===== config.mk =====
export PLATFORM = sky130hd
export DESIGN_NAME = dma_chan_seq
export DESIGN_NICKNAME = d
export VERILOG_FILES = /design/src/rtl/dma_seq_pkg.sv /design/src/rtl/dma_seq_trig.sv /design/src/rtl/dma_seq_addr.sv /design/src/rtl/dma_seq_count.sv /design/src/rtl/dma_chan_seq.sv
export SDC_FILE = /design/constraint.sdc
export NUM_CORES = 1
export LEC_CHECK = 0
export BUFFER_PORTS_ARGS = -buffer_cell sky130_fd_sc_hd__buf_2
export CORE_ASPECT_RATIO = 0.5
export CORE_MARGIN = 2
export CORE_UTILIZATION = 30
export CTS_CLUSTER_DIAMETER = 200
export DETAILED_ROUTE_END_ITERATION = 8
export PLACE_DENSITY = 0.51
export SYNTH_ARGS = -nofsm -noshare
export SYNTH_HDL_FRONTEND = slang
export SYNTH_SLANG_ARGS = --single-unit

===== constraint.sdc =====
create_clock -name clk -period 14.4 [get_ports clk]
set_clock_uncertainty 0.05 [all_clocks]
set_input_delay 2.88 -clock clk [delete_from_list [all_inputs] [get_ports clk]]
set_output_delay 2.88 -clock clk [all_outputs]
set_load 0.02 [all_outputs]

===== src/rtl/dma_seq_pkg.sv =====
`timescale 1ns/1ps
package dma_seq_pkg;

  localparam int BEAT_BITS = 64;
  typedef logic [BEAT_BITS-1:0] beat_t;

  typedef enum logic [1:0] {
    SEQ_IDLE  = 2'd0,
    SEQ_READ  = 2'd1,
    SEQ_WRITE = 2'd2
  } seq_state_e;

  typedef struct packed {
    logic [1:0] rd_size;
    logic [1:0] wr_size;
    logic       frame_mode;
    logic       src_ofs_mode;
    logic       dst_ofs_mode;
    logic       auto_reload;
  } chan_mode_t;

  // write size actually used: never wider than the read
  function automatic logic [1:0] eff_wr_size(logic [1:0] rs, logic [1:0] ws);
    return (ws > rs) ? rs : ws;
  endfunction

  // number of writes per element, minus one
  function automatic logic [2:0] last_lane(logic [1:0] rs, logic [1:0] ws);
    logic [1:0] d;
    d = rs - eff_wr_size(rs, ws);
    case (d)
      2'd0:    return 3'd0;
      2'd1:    return 3'd1;
      2'd2:    return 3'd3;
      default: return 3'd7;
    endcase
  endfunction

  // lane idx of width ws, moved down to bit 0, upper bits cleared
  function automatic beat_t pick_lane(beat_t b, logic [2:0] idx, logic [1:0] ws);
    logic [5:0] sh;
    beat_t      m;
    case (ws)
      2'd0:    begin sh = {idx, 3'b000};         m = 64'h0000_0000_0000_00FF; end
      2'd1:    begin sh = {idx[1:0], 4'b0000};   m = 64'h0000_0000_0000_FFFF; end
      2'd2:    begin sh = {idx[0], 5'b00000};    m = 64'h0000_0000_FFFF_FFFF; end
      default: begin sh = 6'd0;                  m = '1; end
    endcase
    return (b >> sh) & m;
  endfunction

endpackage


===== src/rtl/dma_seq_trig.sv =====
`timescale 1ns/1ps
module dma_seq_trig (
  input  logic clk,
  input  logic rst_n,
  input  logic chan_en,
  input  logic hw_sel,
  input  logic hw_req,
  input  logic sw_req,
  input  logic armed,
  input  logic idle,
  input  logic consume,
  input  logic drop,
  output logic trig,
  output logic pending
);

  assign trig = chan_en & armed & (hw_sel ? hw_req : sw_req);

  always_ff @(posedge clk or negedge rst_n) begin
    if (!rst_n)       pending <= 1'b0;
    else if (drop)    pending <= 1'b0;
    else if (consume) pending <= pending & trig;
    else              pending <= pending | (trig & ~idle);
  end

  // held trigger never waits in idle
  assert_pending_not_idle_R10: assert property (@(posedge clk) disable iff (!rst_n)
    pending |-> !idle);

  // a held trigger only appears after an accepted trigger
  assert_pending_from_trig_R3: assert property (@(posedge clk) disable iff (!rst_n)
    $rose(pending) |-> $past(trig));

endmodule


===== src/rtl/dma_seq_addr.sv =====
`timescale 1ns/1ps
module dma_seq_addr #(
  parameter int ADDR_W = 32,
  parameter int OFS_W  = 16
) (
  input  logic              clk,
  input  logic              rst_n,
  input  logic              load,
  input  logic [ADDR_W-1:0] init_addr,
  input  logic              step,
  input  logic              frame_end,
  input  logic              offset_mode,
  input  logic [OFS_W-1:0]  elem_ofs,
  input  logic [OFS_W-1:0]  frame_ofs,
  output logic [ADDR_W-1:0] addr
);

  localparam int EXT_W = ADDR_W - OFS_W;

  logic [OFS_W-1:0]  ofs_sel;
  logic [ADDR_W-1:0] ofs_ext;

  assign ofs_sel = frame_end ? frame_ofs : elem_ofs;
  assign ofs_ext = {{EXT_W{ofs_sel[OFS_W-1]}}, ofs_sel};

  always_ff @(posedge clk or negedge rst_n) begin
    if (!rst_n)                    addr <= '0;
    else if (load)                 addr <= init_addr;
    else if (step && offset_mode)  addr <= addr + ofs_ext;
  end

  // fixed addressing holds the address between loads
  assert_fixed_addr_R7: assert property (@(posedge clk) disable iff (!rst_n)
    (!load && !offset_mode) |=> $stable(addr));

endmodule


===== src/rtl/dma_seq_count.sv =====
`timescale 1ns/1ps
module dma_seq_count #(
  parameter int CNT_W = 13
) (
  input  logic             clk,
  input  logic             rst_n,
  input  logic             load,
  input  logic [CNT_W-1:0] elem_init,
  input  logic [CNT_W-1:0] frame_init,
  input  logic             elem_done,
  output logic             last_elem,
  output logic             last_frame
);

  localparam logic [CNT_W-1:0] ONE = CNT_W'(1);

  logic [CNT_W-1:0] elem_left;
  logic [CNT_W-1:0] frame_left;

  function automatic logic [CNT_W-1:0] at_least_one(logic [CNT_W-1:0] v);
    return (v == '0) ? ONE : v;
  endfunction

  assign last_elem  = (elem_left == ONE);
  assign last_frame = (frame_left == ONE);

  always_ff @(posedge clk or negedge rst_n) begin
    if (!rst_n) begin
      elem_left  <= ONE;
      frame_left <= ONE;
    end else if (load) begin
      elem_left  <= at_least_one(elem_init);
      frame_left <= at_least_one(frame_init);
    end else if (elem_done) begin
      if (last_elem) begin
        elem_left <= at_least_one(elem_init);
        if (!last_frame) frame_left <= frame_left - ONE;
      end else begin
        elem_left <= elem_left - ONE;
      end
    end
  end

  // remaining counts never reach zero
  assert_counts_live_R5: assert property (@(posedge clk) disable iff (!rst_n)
    (elem_left != '0) && (frame_left != '0));

endmodule


===== src/rtl/dma_chan_seq.sv =====
`timescale 1ns/1ps
module dma_chan_seq
  import dma_seq_pkg::*;
#(
  parameter int ADDR_W = 32,
  parameter int CNT_W  = 13,
  parameter int OFS_W  = 16
) (
  input  logic              clk,
  input  logic              rst_n,
  input  logic              cfg_load,
  input  logic [ADDR_W-1:0] cfg_src_base,
  input  logic [ADDR_W-1:0] cfg_dst_base,
  input  logic [CNT_W-1:0]  cfg_elem_cnt,
  input  logic [CNT_W-1:0]  cfg_frame_cnt,
  input  logic [OFS_W-1:0]  cfg_src_elem_step,
  input  logic [OFS_W-1:0]  cfg_src_frame_step,
  input  logic [OFS_W-1:0]  cfg_dst_elem_step,
  input  logic [OFS_W-1:0]  cfg_dst_frame_step,
  input  logic [1:0]        cfg_rd_size,
  input  logic [1:0]        cfg_wr_size,
  input  logic              cfg_frame_mode,
  input  logic              cfg_src_offset_mode,
  input  logic              cfg_dst_offset_mode,
  input  logic              cfg_auto_reload,
  input  logic              chan_en,
  input  logic              hw_sel,
  input  logic              hw_req,
  input  logic              sw_req,
  output logic              rd_req,
  output logic [ADDR_W-1:0] rd_addr,
  output logic [1:0]        rd_size,
  input  logic              rd_valid,
  input  logic [63:0]       rd_data,
  output logic              wr_req,
  output logic [ADDR_W-1:0] wr_addr,
  output logic [1:0]        wr_size,
  output logic [63:0]       wr_data,
  input  logic              wr_ack,
  output logic              busy,
  output logic              block_done
);

  localparam int SIDES = 2;  // 0: source, 1: destination

  seq_state_e st;
  logic       armed;

  // captured packet
  logic [ADDR_W-1:0] snap_src, snap_dst;
  logic [CNT_W-1:0]  snap_ecnt, snap_fcnt;
  logic [OFS_W-1:0]  snap_seo, snap_sfo, snap_deo, snap_dfo;
  chan_mode_t        snap_mode, cfg_mode;

  beat_t      rdbuf;
  logic [2:0] lane;

  // named internal events
  logic take_pkt, trig, pending, launch;
  logic rd_fire, wr_fire, lane_last, elem_end, unit_end, block_end;
  logic last_elem, last_frame, disarm, serve, consume, reload, side_load;
  logic [1:0] eff_ws;

  assign cfg_mode = '{rd_size: cfg_rd_size, wr_size: cfg_wr_size,
                      frame_mode: cfg_frame_mode, src_ofs_mode: cfg_src_offset_mode,
                      dst_ofs_mode: cfg_dst_offset_mode, auto_reload: cfg_auto_reload};

  assign take_pkt  = cfg_load && (st == SEQ_IDLE);
  assign launch    = trig && (st == SEQ_IDLE);
  assign rd_fire   = (st == SEQ_READ) && rd_valid;
  assign wr_fire   = (st == SEQ_WRITE) && wr_ack;
  assign eff_ws    = eff_wr_size(snap_mode.rd_size, snap_mode.wr_size);
  assign lane_last = (lane == last_lane(snap_mode.rd_size, snap_mode.wr_size));
  assign elem_end  = wr_fire && lane_last;
  assign unit_end  = elem_end && (!snap_mode.frame_mode || last_elem);
  assign block_end = elem_end && last_elem && last_frame;
  assign reload    = block_end && snap_mode.auto_reload;
  assign disarm    = block_end && !snap_mode.auto_reload;
  assign serve     = pending || trig;
  assign consume   = unit_end && !disarm && serve;
  assign side_load = take_pkt || reload;

  dma_seq_trig u_trig (
    .clk     (clk),
    .rst_n   (rst_n),
    .chan_en (chan_en),
    .hw_sel  (hw_sel),
    .hw_req  (hw_req),
    .sw_req  (sw_req),
    .armed   (armed),
    .idle    (st == SEQ_IDLE),
    .consume (consume),
    .drop    (disarm),
    .trig    (trig),
    .pending (pending)
  );

  dma_seq_count #(.CNT_W(CNT_W)) u_count (
    .clk        (clk),
    .rst_n      (rst_n),
    .load       (side_load),
    .elem_init  (take_pkt ? cfg_elem_cnt  : snap_ecnt),
    .frame_init (take_pkt ? cfg_frame_cnt : snap_fcnt),
    .elem_done  (elem_end),
    .last_elem  (last_elem),
    .last_frame (last_frame)
  );

  // address generators, one per side
  logic [ADDR_W-1:0] side_init [SIDES];
  logic [ADDR_W-1:0] side_addr [SIDES];
  logic [OFS_W-1:0]  side_eofs [SIDES];
  logic [OFS_W-1:0]  side_fofs [SIDES];
  logic              side_step [SIDES];
  logic              side_fend [SIDES];
  logic              side_mode [SIDES];

  always_comb begin
    side_init[0] = take_pkt ? cfg_src_base : snap_src;
    side_init[1] = take_pkt ? cfg_dst_base : snap_dst;
    side_eofs[0] = snap_seo;
    side_fofs[0] = snap_sfo;
    side_eofs[1] = snap_deo;
    side_fofs[1] = snap_dfo;
    side_step[0] = rd_fire;
    side_step[1] = wr_fire;
    side_fend[0] = last_elem;
    side_fend[1] = last_elem && lane_last;
    side_mode[0] = snap_mode.src_ofs_mode;
    side_mode[1] = snap_mode.dst_ofs_mode;
  end

  genvar s;
  generate
    for (s = 0; s < SIDES; s++) begin : g_side
      dma_seq_addr #(.ADDR_W(ADDR_W), .OFS_W(OFS_W)) u_addr (
        .clk         (clk),
        .rst_n       (rst_n),
        .load        (side_load),
        .init_addr   (side_init[s]),
        .step        (side_step[s]),
        .frame_end   (side_fend[s]),
        .offset_mode (side_mode[s]),
        .elem_ofs    (side_eofs[s]),
        .frame_ofs   (side_fofs[s]),
        .addr        (side_addr[s])
      );
    end
  endgenerate

  always_ff @(posedge clk or negedge rst_n) begin
    if (!rst_n) begin
      st         <= SEQ_IDLE;
      armed      <= 1'b0;
      snap_src   <= '0;
      snap_dst   <= '0;
      snap_ecnt  <= '0;
      snap_fcnt  <= '0;
      snap_seo   <= '0;
      snap_sfo   <= '0;
      snap_deo   <= '0;
      snap_dfo   <= '0;
      snap_mode  <= '0;
      rdbuf      <= '0;
      lane       <= '0;
      block_done <= 1'b0;
    end else begin
      block_done <= block_end;
      if (take_pkt) begin
        snap_src  <= cfg_src_base;
        snap_dst  <= cfg_dst_base;
        snap_ecnt <= cfg_elem_cnt;
        snap_fcnt <= cfg_frame_cnt;
        snap_seo  <= cfg_src_elem_step;
        snap_sfo  <= cfg_src_frame_step;
        snap_deo  <= cfg_dst_elem_step;
        snap_dfo  <= cfg_dst_frame_step;
        snap_mode <= cfg_mode;
        armed     <= 1'b1;
      end
      case (st)
        SEQ_IDLE: if (launch) st <= SEQ_READ;
        SEQ_READ: if (rd_valid) begin
          rdbuf <= rd_data;
          lane  <= '0;
          st    <= SEQ_WRITE;
        end
        SEQ_WRITE: if (wr_ack) begin
          if (!lane_last) begin
            lane <= lane + 3'd1;
          end else if (disarm) begin
            st    <= SEQ_IDLE;
            armed <= 1'b0;
          end else if (!unit_end || serve) begin
            st <= SEQ_READ;
          end else begin
            st <= SEQ_IDLE;
          end
        end
        default: st <= SEQ_IDLE;
      endcase
    end
  end

  assign rd_req  = (st == SEQ_READ);
  assign rd_addr = side_addr[0];
  assign rd_size = snap_mode.rd_size;
  assign wr_req  = (st == SEQ_WRITE);
  assign wr_addr = side_addr[1];
  assign wr_size = eff_ws;
  assign wr_data = pick_lane(rdbuf, lane, eff_ws);
  assign busy    = (st != SEQ_IDLE);

  // one port at a time
  assert_one_port_R8: assert property (@(posedge clk) disable iff (!rst_n)
    !(rd_req && wr_req));

  // read held until valid
  assert_rd_hold_R8: assert property (@(posedge clk) disable iff (!rst_n)
    (rd_req && !rd_valid) |=> (rd_req && $stable(rd_addr)));

  // write held until acknowledged
  assert_wr_hold_R8: assert property (@(posedge clk) disable iff (!rst_n)
    (wr_req && !wr_ack) |=> (wr_req && $stable(wr_addr) && $stable(wr_data)));

  // done is a single-cycle pulse
  assert_done_pulse_R9: assert property (@(posedge clk) disable iff (!rst_n)
    block_done |=> !block_done);

  // done follows an acknowledged write
  assert_done_after_ack_R9: assert property (@(posedge clk) disable iff (!rst_n)
    block_done |-> $past(wr_req && wr_ack));

  // no traffic while disarmed
  assert_no_read_disarmed_R11: assert property (@(posedge clk) disable iff (!rst_n)
    $rose(rd_req) |-> $past(armed));

  // a packet load only lands when idle
  assert_load_idle_R2: assert property (@(posedge clk) disable iff (!rst_n)
    (cfg_load && busy) |=> $stable(snap_mode));

endmodule


==> run_results.csv, run 1 <==
group,metric,value,unit
outcome,status,"completed",
place,port_buffers,370,
min_path,hp-class,"flip-flop to flip-flop",
detailed_routing,ant_nets,0,
yosys,yosysUniqueCellTypes,80,
yosys,ys_ff_latch,324,
clock_tree,htreeDepth,2,
yosys,async_flop_share,100,%
clock_tree,clock_latency,0.55,ns
clock_tree,clock-sinks,324,
timing,period_share,56.7,%
timing,fin_crit,8.17,ns
critical_path,crit_fanout,33,
yosys,synth_edf_count,0,
timing,relSlewSlack,27.3,%
floorplanning,die_h,179,um
floorplanning,start_util,30.6,%
timing,worst_pin_slew,1.09,ns
place,place.gp.congestion,0.856,
global_routing,grt_max_degree,76,
yosys,yosysSeqAreaShare,44.3,%
final_layout,multi_input_comb_area,9620,sq um
critical_path,rr_endpoint,"g_side[1].u_addr.addr[31]",
global_routing,gr-usage-all-layers,18.2,%
pwr,netSwitchingPower,2.62,mW
min_path,hold_depth,2,
place,dp_cells,3223,
final_layout,post-route-util,37.0,%
clock_tree,post_cts_buffers,0,
yosys,synth_ff_type,"dfrtp_1",
flow_run,cap_violations,0,
critical_path,worstSetupStartpointType,"flip-flop",
global_routing,grt_antenna_before_repair,2,
clock_tree,clock-root-buffer,"clkbuf_16",
timing,setup_viol,0,
final_layout,fillers,6252,
pwr,power_frac_comb,54.5,%
timing,fmax,122,MHz
min_path,hp-start,"snap_dfo[15]",
timing,finalHoldViolCount,0,
clock_tree,clockBufferDepth,3,
place,dp_hpwl,41800,um
global_routing,grt_pass1_wl,90900,um
clock_tree,hold_buffers,0,
pwr,switching_share,46.0,%
clock_tree,cts_tree,"done",
clock_tree,path_clk_slew,0.06,ns
critical_path,r2r_slack,7.41,ns
critical_path,cp-end-kind,"output port",
final_layout,fin_cells,3289,
critical_path,crit_type,"flip-flop to output port",
critical_path,regToRegStartpoint,"rd_size[1]",
final_layout,final-seq-area,8110,sq um
timing,fin_tns_setup,0,ns
detailed_routing,drc,0,
clock_tree,numCtsBuffers,36,
detailed_routing,drt-wirelength-per-cell,17.8,um
detailed_routing,viasPerCell,4.88,
global_routing,grt_pass1_vias,15900,
global_routing,gr-total-overflow,0,
floorplanning,core,59700,sq um
clock_tree,ctsResizeCount,0,
detailed_routing,vias,16000,
critical_path,cp.required,11.47,ns
timing,drv_slew,0,
final_layout,layout.nets,2760,
detailed_routing,first_pass_iters,5,
pwr,p_leak,11.3,nW
critical_path,worstPathArrival,5.24,ns
floorplanning,die_w,353,um
final_layout,syn2layout_area_growth,20.8,%
yosys,synth_area,18300,sq um
timing,rsz0062_at_grt,"no",
floorplanning,rows,63,
critical_path,reg2regPathDepth,24,
yosys,yosys_warnings,0,
min_path,hold_path_end,"snap_dfo[15]",
pwr,p_per_area,258,nW/um^2
detailed_routing,wirelength,58500,um
detailed_routing,drt_iter0_drc,964,
pwr,p_int,3.08,mW
final_layout,drive_above_1_share,21.1,%
pwr,peakVddDrop,0.000114,V
floorplanning,ios,371,
pwr,clockPowerShare,16.5,%
yosys,synth_cells,2135,
yosys,synth.net_count,2446,
yosys,synth.avg_cell_area,8.57,sq um
floorplanning,die_area,63100,sq um
pwr,power_frac_seq,29.0,%
-- cell usage in the layout, fill, tap and decap left out, types with 7 or more instances in the layout --
master,n
nand2_1,762
buf_2,369
dfrtp_1,322
a21oi_1,90
nor2_1,84
o21ai_0,81
ha_1,74
inv_1,48
clkbuf_16,36
mux2i_1,35
and3_1,34
a21o_1,34
xnor2_1,33
xor2_1,30
nor3_1,29
a31oi_1,28
a211oi_1,28
mux2_2,26
nand3_1,22
buf_4,20
nor2b_1,19
mux4_2,19
a21boi_0,17
and2_1,15
a22oi_1,14
o211ai_1,14
or3_1,11
nand2b_1,11
o21a_1,11
a221o_1,11
o21bai_1,10
clkbuf_1,10
a22o_1,7
-- sequential cells by signal (all words and copies together), names as in the netlist, 4 cells and up --
name / count
snap_fcnt: 13
snap_seo: 16
snap_sfo: 16
rdbuf: 64
g_side.u_addr.addr: 64
snap_ecnt: 13
u_count.frame_left: 13
snap_deo: 16
snap_src: 32
snap_dst: 32
snap_dfo: 16
snap_mode: 4
u_count.elem_left: 13
-- Yosys cell counts, types with 5 or more instances --
cell type	instances	share of area, %
a211oi_1	28	1.1
a21boi_0	17	0.70
a21o_1	35	1.4
a21oi_1	92	2.5
a221o_1	11	0.60
a22o_1	7	0.33
a22oi_1	14	0.57
a31oi_1	28	0.96
and2_1	16	0.55
and3_1	34	1.2
buf_1	13	0.27
buf_2	15	0.41
clkbuf_1	82	1.7
dfrtp_1	322	44
ha_1	74	5.1
inv_1	48	0.98
mux2_2	26	1.6
mux2i_1	35	1.9
mux4_2	19	2.3
nand2_1	765	16
nand2b_1	11	0.38
nand3_1	22	0.60
nand4_1	5	0.17
nor2_1	85	1.7
nor2b_1	19	0.65
nor3_1	29	0.79
nor3_2	5	0.27
nor4_1	6	0.21
o211ai_1	14	0.57
o21a_1	11	0.45
o21ai_0	81	2.2
o21bai_1	10	0.41
o22ai_1	5	0.17
or3_1	11	0.38
xnor2_1	33	1.6
xor2_1	30	1.4
-- worst max-delay path by stage --
| stage | cells after the start | startpoint | endpoint | slack, ns |
|---|---|---|---|---|
| 2_1_floorplan | 27 | rd_size[1] | g_side[1].u_addr.addr[28] | 8.30 |
| 3_3_place_gp | 12 | rd_size[1] | wr_data[4] | 6.97 |
| 3_5_place_dp | 12 | rd_size[1] | wr_data[4] | 6.84 |
| 4_1_cts | 12 | rd_size[1] | wr_data[4] | 6.23 |
| 5_1_grt | 12 | rd_size[1] | wr_data[4] | 5.96 |
| 6_report | 12 | rd_size[1] | wr_data[4] | 6.23 |
-- power groups by stage --
stage | Combinational, mW | Sequential (mW) | Clock (mW)
finish | 3.10 | 1.65 | 0.941
global route | 3.47 | 1.71 | 1.01
CTS | 3.13 | 1.66 | 0.973
floorplan | 2.22 | 1.66 | 0
global placement | 3.08 | 1.66 | 0
detailed placement | 3.10 | 1.67 | 0
-- critical path, stage by stage, from the launching register on --
cell and delay (ns):
dfrtp_1 0.40, inv_1 0.08, ha_1 0.31, nor2b_1 0.13
o21ai_0 0.20, nand2_1 0.08, o21ai_1 0.14, inv_1 0.47
nor2_1 0.86, nand2_1 0.81, mux4_2 0.77, mux2_2 0.29
buf_2 0.16
-- metrics by stage --
step	instance area (sq um)	setup slack [ns]	hold slack, ns	power, mW
after CTS	22100	6.23	0.420	5.75
after floorplan	18300	8.30	0.386	3.88
after global placement	20900	6.97	0.402	4.74
after global routing	22100	5.96	0.437	6.19
after detailed placement	20900	6.84	0.406	4.77
final	22100	6.23	0.418	5.70
-- logic make-up after synthesis --
family | Yosys count | synth area share, %
xor+xnor | 63 | 3.01
compound gates | 394 | 14.0
simple gates | 1036 | 24.0
buf+inv | 162 | 3.53
fa+ha+maj | 76 | 5.28
flops | 324 | 44.3
mux | 80 | 5.85
-- per-layer routing --
metal / global-route usage (%) / part of all wire (%)
met1: 23.0 / 44
met2: 32.4 / 50
met3: 3.02 / 4.0
met4: 4.52 / 2.1
met5: 0 / 0
-- layout make-up --
cell class	count	area share [%]
sequential	324	36.7
tap	812	4.59
timing repair buffer	390	9.10
multi-input combinational	1649	43.5
clock buffer	52	4.62
inverter	48	0.815
antenna	2	0.0226
clock inverter	12	0.696
(Power assumes the default switching activity.)
==> inputs of run 2 (changes only) <==
ABC_AREA = 1   (was default)
PLACE_DENSITY = 0.5   (was 0.51)
clock period = 7.7 ns   (was 14.4 ns; I/O delays follow)
==> run 2 against run 1 <==
Sequential share of layout area down 3.9 points. Critical path depth up 3. Largest cell class unchanged. Synthesized cell count up 49%. Clock power up 110%. Utilization down 0.96 points. Worst hold slack better by 0.0071 ns. Cell count up 34%. Routed wire length up 27%. Cell area up 12%.
==> run_results.csv, run 2 <==
group,metric,value,unit
floorplanning,rows,68,
yosys,synth_edf_count,0,
floorplanning,start_util,30.2,%
yosys,async_flop_share,100,%
pwr,p_per_area,478,nW/um^2
global_routing,grt_pass1_wl,116000,um
critical_path,cp-end-kind,"output port",
clock_tree,hold_buffers,0,
place,port_buffers,370,
floorplanning,die_area,71600,sq um
final_layout,syn2layout_area_growth,19.2,%
yosys,synth_commonest_cells,"nand2_1, dfrtp_1, inv_1",
timing,worst_pin_slew,1.11,ns
floorplanning,ios,371,
pwr,switching_share,50.6,%
pwr,peakVddDrop,0.000217,V
min_path,hp-class,"flip-flop to flip-flop",
pwr,netSwitchingPower,6.00,mW
flow_run,cap_violations,0,
clock_tree,clockBufferDepth,3,
yosys,synth_area,20800,sq um
pwr,power_frac_seq,25.5,%
outcome,status,"completed",
critical_path,crit_fanout,39,
timing,fin_tns_setup,0,ns
clock_tree,clock-root-buffer,"clkbuf_16",
clock_tree,post_cts_buffers,0,
floorplanning,die_w,376,um
detailed_routing,ant_nets,0,
yosys,synth.avg_cell_area,6.55,sq um
detailed_routing,drt-wirelength-per-cell,16.8,um
final_layout,layout.nets,3793,
clock_tree,path_clk_slew,0.08,ns
pwr,clockPowerShare,16.4,%
final_layout,num_antenna_cells,0,
critical_path,worstSetupStartpointType,"flip-flop",
detailed_routing,drt_iter0_drc,1372,
yosys,yosysUniqueCellTypes,43,
clock_tree,htreeDepth,2,
final_layout,reg_top3,"g_side.u_addr.addr x64, rdbuf x64",
pwr,p_int,5.85,mW
yosys,synth.net_count,3484,
clock_tree,clock-sinks,324,
yosys,synth_ff_type,"dfrtp_1",
critical_path,worstPathArrival,4.44,ns
timing,final.setup.worst_slack,1.67,ns
pwr,power_frac_comb,58.1,%
clock_tree,cts_tree,"done",
pwr,power,11.8,mW
global_routing,gr-total-overflow,0,
clock_tree,numCtsBuffers,36,
floorplanning,die_h,190,um
final_layout,mostFrequentLayoutCells,"nand2_1, buf_2, dfrtp_1",
yosys,synth_cells,3173,
yosys,ys_ff_latch,324,
yosys,synth_area_leader_cell,"dfrtp_1",
timing,fin_crit,6.03,ns
pwr,p_leak,13.8,nW
yosys,yosysTopAreaCellShare,38.8,%
global_routing,grt_pass1_vias,20200,
detailed_routing,drc,0,
timing,period_share,78.3,%
global_routing,grt_antenna_before_repair,0,
critical_path,crit_type,"flip-flop to output port",
clock_tree,ctsResizeCount,0,
yosys,yosysSeqAreaShare,39.0,%
floorplanning,core,68700,sq um
global_routing,gr-usage-all-layers,20.6,%
detailed_routing,wirelength,74100,um
clock_tree,clock_latency,0.56,ns
timing,fmax,166,MHz
place,dp_slack,1.91,ns
critical_path,cp.required,6.11,ns
yosys,ys_top_cells_by_area,"dfrtp_1, nand2_1, inv_1",
yosys,yosys_warnings,0,
yosys,synth_most_common_cell,"nand2_1",
final_layout,layout.cells.most_common,"nand2_1",
final_layout,post-route-util,36.1,%
global_routing,grt_max_degree,140,
place,place.gp.congestion,0.908,
place,dp_hpwl,55900,um
timing,finalHoldViolCount,0,
timing,rsz0062_at_grt,"no",
detailed_routing,viasPerCell,4.64,
detailed_routing,vias,20500,
timing,setup_viol,0,
final_layout,drive_above_1_share,14.6,%
timing,drv_slew,0,
detailed_routing,first_pass_iters,5,
timing,relSlewSlack,26.2,%
## run 2: changes by cell type after synthesis, sizes merged, moves of 28 or more
| cell | delta |
|---|---|
| or2 | +42 |
| and3 | -34 |
| inv | +249 |
| a211oi | -28 |
| a21o | -32 |
| nand2 | +735 |
| nor2 | +149 |
| mux2i | -29 |
| nand3 | +161 |
| o21ai | +85 |
## run 2: area by class of cell
cell class                      count  area [sq um]
Clock buffer                       45          1010
Clock inverter                     20           289
Fill cell                        7539         44000
Inverter                          300          1130
Multi-Input combinational cell   2432         11100
Sequential cell                   324          8110
Tap cell                          910          1140
Timing Repair Buffer              388          2020
## run 2: worst max-delay path, cell delays in order, from the launching register on
cell     delay, ns
dfrtp_1       0.40
inv_1         0.07
ha_1          0.29
inv_1         0.04
nor2_1        0.08
o21ai_1       0.10
o21ai_0       0.53
nand3_4       0.51
inv_1         0.93
nand2_1       0.11
nand2_1       0.14
nand2_1       0.06
nand3_1       0.10
nand2_1       0.10
nor2_1        0.18
buf_2         0.21
## run 2: kinds of logic (layout without fill, tap and decap cells)
group	count (synthesis)	count (layout)	share of synthesized area (%)
simple gates	2034	2034	39.4
xor+xnor	47	47	1.98
compound gates	269	269	6.79
fa+ha+maj	76	76	4.65
buf+inv	417	753	7.91
mux	6	6	0.289
flops	324	324	39.0
## run 2: per-stage QoR
step	hold slack [ns]	cells	instance area [sq um]
after floorplan	0.387	3173	20800
after global placement	0.412	4354	23500
after detailed placement	0.412	4354	23500
after CTS	0.426	4419	24800
after global routing	0.437	4419	24800
final	0.425	4419	24800
## run 2: path summary, 6_finish.rpt
kind                              start                        end  slack [ns]  cells past startpoint
hold / removal             snap_src[16]               snap_src[16]        0.42                      2
setup / recovery             rd_size[1]                wr_data[22]        1.67                     15
max in group asynchronous         rst_n                snap_sfo[0]        5.33                      2
setup reg to reg             rd_size[1]  g_side[1].u_addr.addr[31]        1.92                     28
min in group asynchronous         rst_n               snap_src[18]        0.92                      1
hold reg to reg            snap_src[16]               snap_src[16]        0.42                      2
## run 2: power by group through the flow
stage	combinational [mW]	sequential, mW	clock, mW
final	6.88	3.02	1.95
after global routing	7.84	3.12	2.07
after CTS	6.96	3.03	2.01
after detailed placement	6.92	3.05	0
after global placement	6.90	3.04	0
after floorplan	4.78	3.07	0
## run 2: routing by layer
layer	vias to the layer above	global-route usage, %	wire length [um]
met2	375	36.1	36000
met3	75	2.75	3040
li1	10500	-	-
met1	9601	27.3	33900
met4	0	3.63	1170
met5	-	0	0
==> inputs of run 3 (changes only) <==
clock period = 5.6 ns   (was 7.7 ns; I/O delays follow)
==> run 3 against run 2 <==
Utilization up 0.16 points. First-iteration DRC count down 7.5%. Setup slack worse by 1.0 ns. Worst hold slack worse by 0.0026 ns. Cell area up 0.45%. Sequential share of layout area down 0.15 points. Die area unchanged. Critical path depth up 16. Sequential cell count unchanged. Clock power up 38%. Critical endpoint is now g_side[1].u_addr.addr[27].
==> run_results.csv, run 3 (same netlist as run 2, synthesis figures left out) <==
group,metric,value,unit
place,place.gp.congestion,0.902,
clock_tree,numCtsBuffers,36,
clock_tree,htreeDepth,2,
critical_path,critPathTopFamily,"simple AND/OR/NAND/NOR gates",
timing,final.setup.worst_slack,0.672,ns
global_routing,grt_max_degree,105,
timing,fmax,203,MHz
place,dp_hpwl,55500,um
place,dp_cells,4364,
min_path,hold_path_end,"snap_src[9]",
clock_tree,path_clk_slew,0.07,ns
critical_path,cp.required,5.98,ns
floorplanning,die_h,190,um
timing,period_share,88.0,%
place,port_buffers,370,
floorplanning,start_util,30.2,%
clock_tree,hold_buffers,0,
min_path,hp-class,"flip-flop to flip-flop",
timing,setup_viol,0,
timing,finalHoldViolCount,0,
clock_tree,clock_latency,0.55,ns
detailed_routing,ant_nets,0,
critical_path,crit_fanout,15,
final_layout,mostFrequentLayoutCells,"nand2_1, buf_2, dfrtp_1",
clock_tree,clock-sinks,324,
floorplanning,die_area,71600,sq um
clock_tree,clock-root-buffer,"clkbuf_16",
detailed_routing,met3_length,3090,um
detailed_routing,drt_iter0_drc,1269,
final_layout,layout.cells.most_common,"nand2_1",
final_layout,drive_above_1_share,14.8,%
timing,worst_pin_slew,1.12,ns
pwr,peakVddDrop,0.000370,V
min_path,hold_depth,2,
critical_path,critPathMaxStageDelay,0.44,ns
global_routing,grt_antenna_before_repair,3,
min_path,hp-start,"snap_src[9]",
floorplanning,rows,68,
critical_path,worstSetupStartpointType,"flip-flop",
detailed_routing,highest_layer,"met5",
critical_path,regToRegStartpoint,"rd_size[1]",
place,dp_slack,0.642,ns
pwr,p_leak,13.9,nW
pwr,clockPowerShare,16.5,%
final_layout,fin_cells,4427,
critical_path,cpMostUsedCell,"nand2_1",
flow_run,cap_violations,0,
timing,fin_tns_setup,0,ns
floorplanning,ios,371,
global_routing,gr-usage-all-layers,20.4,%
timing,rsz0062_at_grt,"no",
global_routing,grt_pass1_wl,115000,um
final_layout,fin_area,24900,sq um
timing,relSlewSlack,25.3,%
clock_tree,ctsResizeCount,0,
floorplanning,die_w,376,um
critical_path,rr_endpoint,"g_side[1].u_addr.addr[27]",
detailed_routing,drc,0,
final_layout,reg_top3,"g_side.u_addr.addr x64, rdbuf x64",
critical_path,critPathBufInv,6,
critical_path,r2r_slack,0.67,ns
outcome,status,"completed",
pwr,netSwitchingPower,8.24,mW
critical_path,reg2regPathDepth,31,
critical_path,critical-path-slowest-cell,"nand2_1",
detailed_routing,vias,20600,
critical_path,crit_type,"flip-flop to flip-flop",
pwr,power_frac_seq,25.3,%
detailed_routing,drt-wirelength-per-cell,16.6,um
detailed_routing,viasPerCell,4.65,
detailed_routing,first_pass_iters,6,
final_layout,layout.nets,3803,
place,dpl_cell_area,23600,sq um
detailed_routing,drt-met1-wl,33600,um
global_routing,grt_pass1_vias,20400,
clock_tree,post_cts_buffers,0,
detailed_routing,wl_met2,35400,um
floorplanning,core,68700,sq um
clock_tree,clockBufferDepth,3,
pwr,p_per_area,658,nW/um^2
final_layout,syn2layout_area_growth,19.7,%
pwr,switching_share,50.3,%
critical_path,worstPathArrival,5.31,ns
critical_path,cp-end-kind,"flip-flop",
final_layout,num_antenna_cells,0,
timing,drv_slew,0,
pwr,power_frac_comb,58.2,%
clock_tree,cts_tree,"done",
timing,holdWs,0.422,ns
global_routing,gr-total-overflow,0,
pwr,p_int,8.15,mW
detailed_routing,wirelength,73400,um
timing,fin_crit,4.93,ns
[run 3: cell type report]
cell class                      count  area, sq um
Clock buffer                       46         1020
Clock inverter                     17          288
Fill cell                        7615        43800
Inverter                          300         1130
Multi-Input combinational cell   2432        11100
Sequential cell                   324         8110
Tap cell                          910         1140
Timing Repair Buffer              398         2120
[run 3: stage by stage]
step / utilization [%] / total power [mW]
after global placement: 34.3 / 13.7
final: 36.2 / 16.4
after global routing: 36.2 / 18.0
after detailed placement: 34.3 / 13.8
after CTS: 36.2 / 16.6
after floorplan: - / 10.8
[run 3: power groups by stage]
stage | registers, mW | clock network, mW | logic [mW]
detailed placement | 4.19 | 0 | 9.58
CTS | 4.16 | 2.79 | 9.62
global route | 4.29 | 2.89 | 10.8
global placement | 4.18 | 0 | 9.55
finish | 4.15 | 2.70 | 9.53
floorplan | 4.21 | 0 | 6.57
[run 3: how the worst max path moves through the flow]
stage	from	endpoint	slack [ns]	cells past startpoint
CTS	rd_size[1]	g_side[1].u_addr.addr[27]	0.66	31
global placement	rd_size[1]	g_side[1].u_addr.addr[27]	0.68	31
floorplan	rd_size[1]	g_side[1].u_addr.addr[23]	1.20	25
detailed placement	rd_size[1]	g_side[1].u_addr.addr[27]	0.64	31
finish	rd_size[1]	g_side[1].u_addr.addr[27]	0.67	31
global route	rd_size[1]	g_side[1].u_addr.addr[27]	0.03	31
[run 3: worst min-delay path, cell delays in order, from the launching register on]
cell and delay, ns:
dfrtp_1 0.32, nand2_1 0.05, nand2_1 0.07
[run 3: per-layer routing]
| layer | up-vias | track usage, % |
|---|---|---|
| met3 | 83 | 3.07 |
| met1 | 9637 | 27.0 |
| met4 | 2 | 3.72 |
| li1 | 10500 | - |
| met5 | - | 0 |
| met2 | 369 | 35.7 |
